`src/rtl/cinv_pkg.sv`:
```
`timescale 1ns/1ps
package cinv_pkg;

    typedef enum logic [1:0] {
        ST_IDLE = 2'd0,
        ST_WALK = 2'd1,
        ST_DONE = 2'd2
    } walk_state_t;

    localparam int CTRL_W = 4;
    localparam int F_EN   = 0;
    localparam int F_INV  = 1;
    localparam int F_ABT  = 2;
    localparam int F_ORG  = 3;

endpackage

```
`src/rtl/cinv_regs.sv`:
```
`timescale 1ns/1ps
module cinv_regs
    import cinv_pkg::*;
(
    input  logic              clk,
    input  logic              rst_n,
    input  logic              wr_en,
    input  logic [CTRL_W-1:0] wr_data,
    input  logic              busy,
    input  logic              abort_hit,
    output logic              en_q,
    output logic              org_q,
    output logic              abort_q,
    output logic              start,
    output logic [CTRL_W-1:0] rd_data
);

    logic soft_clr_abt;
    logic org_load;

    always_comb begin
        start        = wr_en && wr_data[F_INV] && !busy;
        soft_clr_abt = wr_en && !wr_data[F_ABT];
        org_load     = wr_en && !busy;
    end

    always_ff @(posedge clk or negedge rst_n) begin
        if (!rst_n) begin
            en_q    <= 1'b0;
            org_q   <= 1'b0;
            abort_q <= 1'b0;
        end else begin
            if (wr_en) begin
                en_q <= wr_data[F_EN];
            end
            if (org_load) begin
                org_q <= wr_data[F_ORG];
            end
            if (abort_hit) begin
                abort_q <= 1'b1;
            end else if (soft_clr_abt) begin
                abort_q <= 1'b0;
            end
        end
    end

    always_comb begin
        rd_data        = '0;
        rd_data[F_EN]  = en_q;
        rd_data[F_INV] = busy;
        rd_data[F_ABT] = abort_q;
        rd_data[F_ORG] = org_q;
    end

    AST_START_SHOWS_BUSY: assert property (@(posedge clk) disable iff (!rst_n)
        start |=> rd_data[F_INV]);

    AST_ORG_HELD_BUSY: assert property (@(posedge clk) disable iff (!rst_n)
        busy |=> $stable(org_q));

    AST_ABORT_LATCH: assert property (@(posedge clk) disable iff (!rst_n)
        abort_hit |=> abort_q);

    AST_ABORT_STICKY: assert property (@(posedge clk) disable iff (!rst_n)
        (abort_q && !(wr_en && !wr_data[F_ABT])) |=> abort_q);

endmodule

```
`src/rtl/cinv_walker.sv`:
```
`timescale 1ns/1ps
module cinv_walker
    import cinv_pkg::*;
#(
    parameter int SETS_ORG0 = 128,
    parameter int WAYS_ORG0 = 8,
    parameter int SETS_ORG1 = 256,
    parameter int WAYS_ORG1 = 4
)(
    input  logic                                        clk,
    input  logic                                        rst_n,
    input  logic                                        start,
    input  logic                                        org,
    input  logic                                        abort_in,
    output logic                                        busy,
    output logic                                        done,
    output logic                                        abort_hit,
    output logic                                        tag_we,
    output logic [$clog2((SETS_ORG0 > SETS_ORG1) ? SETS_ORG0 : SETS_ORG1)-1:0] tag_set,
    output logic [((WAYS_ORG0 > WAYS_ORG1) ? WAYS_ORG0 : WAYS_ORG1)-1:0]        tag_mask
);

    localparam int SETS_MAX = (SETS_ORG0 > SETS_ORG1) ? SETS_ORG0 : SETS_ORG1;
    localparam int WAYS_MAX = (WAYS_ORG0 > WAYS_ORG1) ? WAYS_ORG0 : WAYS_ORG1;
    localparam int SET_W    = $clog2(SETS_MAX);

    walk_state_t       state_q, state_d;
    logic [SET_W-1:0]  idx_q, idx_d;
    logic [SET_W-1:0]  last_idx;
    logic [WAYS_MAX-1:0] mask_org0, mask_org1;

    for (genvar w = 0; w < WAYS_MAX; w++) begin : g_way
        assign mask_org0[w] = (w < WAYS_ORG0);
        assign mask_org1[w] = (w < WAYS_ORG1);
    end

    assign last_idx = org ? SET_W'(SETS_ORG1 - 1) : SET_W'(SETS_ORG0 - 1);

    // state register
    always_ff @(posedge clk or negedge rst_n) begin
        if (!rst_n) begin
            state_q <= ST_IDLE;
            idx_q   <= '0;
        end else begin
            state_q <= state_d;
            idx_q   <= idx_d;
        end
    end

    // next-state logic
    always_comb begin
        state_d = state_q;
        idx_d   = idx_q;
        unique case (state_q)
            ST_IDLE, ST_DONE: begin
                if (start) begin
                    state_d = ST_WALK;
                    idx_d   = '0;
                end else begin
                    state_d = ST_IDLE;
                end
            end
            ST_WALK: begin
                if (abort_in) begin
                    state_d = ST_IDLE;
                end else if (idx_q == last_idx) begin
                    state_d = ST_DONE;
                end else begin
                    idx_d = SET_W'(idx_q + 1'b1);
                end
            end
            default: begin
                state_d = ST_IDLE;
            end
        endcase
    end

    // outputs
    always_comb begin
        busy      = 1'b0;
        done      = 1'b0;
        abort_hit = 1'b0;
        tag_we    = 1'b0;
        tag_set   = idx_q;
        tag_mask  = org ? mask_org1 : mask_org0;
        unique case (state_q)
            ST_IDLE: begin
            end
            ST_WALK: begin
                busy      = 1'b1;
                abort_hit = abort_in;
                tag_we    = !abort_in;
            end
            ST_DONE: begin
                done = 1'b1;
            end
            default: begin
            end
        endcase
    end

    AST_FIRST_SET_ZERO: assert property (@(posedge clk) disable iff (!rst_n)
        $rose(busy) |-> (tag_set == '0));

    AST_SET_STEP: assert property (@(posedge clk) disable iff (!rst_n)
        (tag_we && $past(tag_we)) |-> (tag_set == SET_W'($past(tag_set) + 1'b1)));

    AST_DONE_AFTER_LAST: assert property (@(posedge clk) disable iff (!rst_n)
        done |-> ($past(tag_we) && ($past(tag_set) == last_idx)));

    AST_DONE_PULSE: assert property (@(posedge clk) disable iff (!rst_n)
        done |=> !done);

    AST_NO_WRITE_ON_ABORT: assert property (@(posedge clk) disable iff (!rst_n)
        abort_in |-> !tag_we);

    AST_ABORT_NO_DONE: assert property (@(posedge clk) disable iff (!rst_n)
        abort_hit |=> (!done && !busy));

endmodule

```
`src/rtl/cache_inval_ctrl.sv`:
```
`timescale 1ns/1ps
module cache_inval_ctrl
    import cinv_pkg::*;
#(
    parameter int SETS_ORG0 = 128,
    parameter int WAYS_ORG0 = 8,
    parameter int SETS_ORG1 = 256,
    parameter int WAYS_ORG1 = 4
)(
    input  logic                                        clk,
    input  logic                                        rst_n,
    input  logic                                        wr_en,
    input  logic [CTRL_W-1:0]                           wr_data,
    output logic [CTRL_W-1:0]                           rd_data,
    input  logic                                        abort_in,
    output logic                                        lookup_en,
    output logic                                        busy,
    output logic                                        done,
    output logic                                        tag_we,
    output logic [$clog2((SETS_ORG0 > SETS_ORG1) ? SETS_ORG0 : SETS_ORG1)-1:0] tag_set,
    output logic [((WAYS_ORG0 > WAYS_ORG1) ? WAYS_ORG0 : WAYS_ORG1)-1:0]        tag_mask
);

    logic en_q;
    logic org_q;
    logic abort_q;
    logic start;
    logic abort_hit;

    cinv_regs u_regs (
        .clk       (clk),
        .rst_n     (rst_n),
        .wr_en     (wr_en),
        .wr_data   (wr_data),
        .busy      (busy),
        .abort_hit (abort_hit),
        .en_q      (en_q),
        .org_q     (org_q),
        .abort_q   (abort_q),
        .start     (start),
        .rd_data   (rd_data)
    );

    cinv_walker #(
        .SETS_ORG0 (SETS_ORG0),
        .WAYS_ORG0 (WAYS_ORG0),
        .SETS_ORG1 (SETS_ORG1),
        .WAYS_ORG1 (WAYS_ORG1)
    ) u_walker (
        .clk       (clk),
        .rst_n     (rst_n),
        .start     (start),
        .org       (org_q),
        .abort_in  (abort_in),
        .busy      (busy),
        .done      (done),
        .abort_hit (abort_hit),
        .tag_we    (tag_we),
        .tag_set   (tag_set),
        .tag_mask  (tag_mask)
    );

    assign lookup_en = en_q;

    AST_IDLE_NO_WRITE: assert property (@(posedge clk) disable iff (!rst_n)
        !busy |-> !tag_we);

    AST_LOOKUP_TRACKS: assert property (@(posedge clk) disable iff (!rst_n)
        wr_en |=> (lookup_en == $past(wr_data[F_EN])));

    AST_IDLE_ABORT_QUIET: assert property (@(posedge clk) disable iff (!rst_n)
        (!busy && !wr_en) |=> $stable(rd_data[F_ABT]));

endmodule

```
`config.mk`:
```
export PLATFORM = sky130hd
export DESIGN_NAME = cache_inval_ctrl
export DESIGN_NICKNAME = d
export VERILOG_FILES = /design/src/rtl/cinv_pkg.sv /design/src/rtl/cinv_regs.sv /design/src/rtl/cinv_walker.sv /design/src/rtl/cache_inval_ctrl.sv
export SDC_FILE = /design/constraint.sdc
export NUM_CORES = 1
export LEC_CHECK = 0
export ABC_AREA = 1
export ABC_CLOCK_PERIOD_IN_PS = 3500
export CAP_MARGIN = 20
export CORE_MARGIN = 4
export CORE_UTILIZATION = 46
export CTS_CLUSTER_SIZE = 12
export DETAILED_ROUTE_END_ITERATION = 12
export GPL_TIMING_DRIVEN = 1
export PLACE_DENSITY = 0.85
export SETUP_SLACK_MARGIN = 0.05
export SLEW_MARGIN = 30
export SYNTH_ARGS = -nofsm -noshare
export SYNTH_HDL_FRONTEND = slang
export SYNTH_HIERARCHICAL = 1
export SYNTH_SLANG_ARGS = --single-unit
```
`constraint.sdc`:
```
create_clock -name clk -period 3.5 [get_ports clk]
set_clock_uncertainty 0.15 [all_clocks]
set_input_delay 0.525 -clock clk [delete_from_list [all_inputs] [get_ports clk]]
set_output_delay 0.525 -clock clk [all_outputs]
set_load 0.01 [all_outputs]
```
Word level (Yosys, flattened, before mapping). Index checks and enable logic that the tools add are counted.

Flip-flop bits (word level): 13. Output and inout port bits: 24. Logic and storage cells: 41.

Add/subtract/negate cells: 1. Muxes and demuxes: 16. Reductions and logical operators: 12. Eq/ne operators: 7.

Operator list (count): 2-to-1 mux 8 bit (5); one-hot mux 8 bit (2 select lines) (1); adder 8 x 1 -> 8 bit, second input constant (1); equality test 8 bit (1); 2-to-1 mux 1 bit (7); inequality test 2 bit, second input constant (3); logical AND 1 bit (4); 2-to-1 mux 2 bit (2); one-hot mux 2 bit (2 select lines) (1); AND reduction 4 bit (1); nonzero test 2 bit (2); zero test 1 bit (3); inequality test 3 x 2 -> 1 bit, second input constant (1); equality test 2 x 1 -> 1 bit, second input constant (1); equality test 2 bit, second input constant (1); zero test 2 bit (1); OR reduction 2 bit (1).

Depth between registers and ports, before layout.
Word-level depth: 6. Mapped depth: 9. Gate-level depth less buffers: 9.

By module. Netlist, hierarchy kept.

By module, submodules not included: cinv_walker (cells each 100, area an instance 685.7 um^2, times used 1); cinv_regs (cells each 22, area an instance 163.9 um^2, times used 1).

Worst setup path before layout. No wires, ideal clock.

Path kind: reg-to-output. From: register u_walker.state_q[1]. To: output rd_data[1]. Cell stages (with the launch flop): 5. Slack: 1.998 ns. Data required time: 2.825 ns. Path buffers: 1. Arrival: 0.827 ns. Cell sequence: dfrtp_1 -> inv_1 -> nand2_2 -> inv_1 -> buf_4.

Cells in the longest elaborated chain, start to end: 2.

Ends and longest elaborated chain: start, declared (line cinv_walker.sv:27) `walk_state_t state_q, state_d;`; start signal, assigned (line cinv_walker.sv:45) `state_q <= state_d;`; equality test 2 x 1 -> 1 bit (line cinv_walker.sv:86) `unique case (state_q)`; 2-to-1 mux 1 bit (line cinv_walker.sv:86); end, declared (line cache_inval_ctrl.sv:14) `output logic [CTRL_W-1:0] rd_data,`.

Every way passes these cells.

Final worst setup path.
From: input abort_in. To: output tag_we.

Cells in the longest elaborated chain, start to end: 2.

Ends and longest elaborated chain: start, declared (line cache_inval_ctrl.sv:15) `input logic abort_in,`; zero test 1 bit (line cinv_walker.sv:92) `tag_we = !abort_in;`; 2-to-1 mux 1 bit (line cinv_walker.sv:86); end, declared (line cache_inval_ctrl.sv:19) `output logic tag_we,`.

Every way passes these cells.

==> impl_metrics.toml <==
[clocking]
tritoncts = "yes"
cts_setup_buffers = 0
clkSlewWorstSetupHoldPaths_ns = 0.08
cts_hold_buf = 0
cts-root-buf = "clkbuf_4"
clkLatencyLatePin_ns = 0.27
cts_max_level = 1
clock_sinks = 13
cts_buffers = 3
cts_max_path_buffers = 2
cts_resized = 0

[timing]
fin_setup_tns_ns = 0
drv_slew = 0
period_share_pct = 68.68
setup-violations-final = 0
rsz0062_at_grt = "false"
postLayoutSetupSlackWorst_ns = 1.096
worst_pin_slew_ns = 0.6029
whs_ns = 0.3293
hold_viol = 0
slew_headroom_pct = 59.68
fin_crit_ns = 2.404
fmax_mhz = 416.0

[final_layout]
final_cell_mix = "nand2_1 (40), clkdlybuf4s50_1 (27), nor2_1 (16)"
syn_to_final_growth_pct = 30.19
layout_commonest_cell = "nand2_1"
fin_nets = 155
diodes = 0
final_util_pct = 63.37
drive_gt1_share_pct = 8.276

[placed_design]
dp_hpwl_mm = 1.494
io_buffers = 27
place_ws_ns = 1.098
gp_congestion = 0.7856

[synth]
synth_top_area_share_pct = 38.29
yosys.area.top_type = "dfrtp_1"
synth_seq_cells = 13
yosysWarnings = 6
syn_inst = 122
ys_seq_area_share_pct = 38.29
synthTopCellsByArea = "dfrtp_1 (38%), nand2_1 (18%), buf_4 (9.7%)"
netlist_area_um2 = 849.6
syn_area_per_cell_um2 = 6.964
synthDistinctLibCells = 17

[power]
power_density_nw_per_um2 = 391.6
peakVddDrop_mv = 0.4018
power_uw = 433.1
p_leak_uw = 0.0005259

[routing]
vias = 785
wire_per_inst_um = 11.39
postRouteAntennaNets = 0
drt_iter0_markers = 17
totalWireLength_mm = 1.937
drc = 0
dr.pass1.iters = 4
vias_per_cell = 4.618

[worst_setup_path]
cp_num_cells = 3
worstPathRequired_ns = 2.82
path_delay_family = "buffers and inverters"
r2r_start = "u_walker/tag_set[1]"
cp_data_arrival_time_ns = 1.73
endpoint_kind = "primary output"
cp-start-kind = "primary input"
crit_top_cell = "clkdlybuf4s50_1"
worstRegToRegCells = 8
path_class = "primary input to primary output"
slowest_stage = "clkdlybuf4s50_1"
critPathMaxStageDelay_ns = 0.55
path_cells = "clkdlybuf4s50_1 > nor2_4 > clkdlybuf4s50_1"
path_buf_inv = 2
cp_max_fo = 3
r2r_end = "u_walker/tag_set[3]"
rrSetupSlack_ns = 1.87

[floorplan]
die_area_um2 = 2598
coreArea_um2 = 1745
num_rows = 15
die_w_um = 50.98
start_util_pct = 48.67
die_h_um = 50.98
io-pin-count = 32

[global_route]
grt.total_usage_pct = 17.06
grt-ovfl-total = 0
first_global_vias = 783
grt_pass1_wl_mm = 3.394
grt_antenna_before_repair = 0
grt_start_max_net_pins = 14

[min_path]
min_path_type = "register to register"
min_from = "u_regs/abort_q"
min_path_cells = 2
hold_end = "u_regs/abort_q"

[flow_run]
drv_cap = 0

[outcome]
status = "complete, no violations"
-- worst min-delay path: stages, from the launching register on --
cell and delay (ns):
dfrtp_1 0.35, nand2_1 0.05, nand2_1 0.05
-- state kept, by name, summed over array words and instances, names as in the netlist --
name	count
u_walker/state_q	2
u_regs/en_q	1
u_regs/abort_q	1
u_walker/tag_set	8
u_regs/org_q	1
-- per-stage QoR --
step	std cells	area (µm²)
2_1_floorplan	125	860.8
3_3_place_gp	166	1080
3_5_place_dp	166	1080
4_1_cts	170	1106
5_1_grt	170	1106
6_report	170	1106
-- metal layers --
layer	wire (µm)	global-route usage [%]	part of all wire [%]	up-vias
li1	-	-	-	404
met1	788	19.64	41	346
met3	120	4.373	6.2	6
met4	44	9.417	2.3	0
met2	984	28.54	51	29
met5	0	0	0	-
-- logic make-up (layout without fill, tap and decap cells) --
group | after synthesis | count (layout) | share of synthesized area (%)
flip-flops | 13 | 13 | 38.29
buffers and inverters | 26 | 46 | 16.35
AND/OR/NAND/NOR | 78 | 78 | 41.38
other | 1 | 4 | 0.4414
adder cells (fa/ha/maj) | 1 | 1 | 1.473
AO/OA/AOI/OAI | 3 | 3 | 2.062
-- layout make-up --
type,count,area (µm²)
Timing Repair Buffer,27,270.3
Inverter,15,56.30
Sequential cell,13,325.3
Fill cell,161,639.4
Tap cell,25,31.28
Clock buffer,4,26.28
Multi-Input combinational cell,86,396.6
-- synthesized netlist by cell type (all sizes together) --
master	number
dfrtp	13
nor2	17
nor3	2
o21a	1
o21ai	2
ha	1
buf	11
nand2	46
inv	15
nand3	12
conb	1
nor3b	1
-- worst max path at each step --
stage                   startpoint    endpoint  slack, ns
3_3_place_gp              abort_in      tag_we       1.12
2_1_floorplan  u_walker/state_q[1]  rd_data[1]       2.00
5_1_grt                   abort_in      tag_we       1.06
6_report                  abort_in      tag_we       1.10
4_1_cts                   abort_in      tag_we       1.10
3_5_place_dp              abort_in      tag_we       1.10
-- power breakdown --
group          switching [µW]  total (µW)  internal, µW
clock network            48.9        93.0          44.2
logic                    76.3         153          76.4
registers                19.3         187           168
Note: power is estimated with default switching activity, not from simulation.
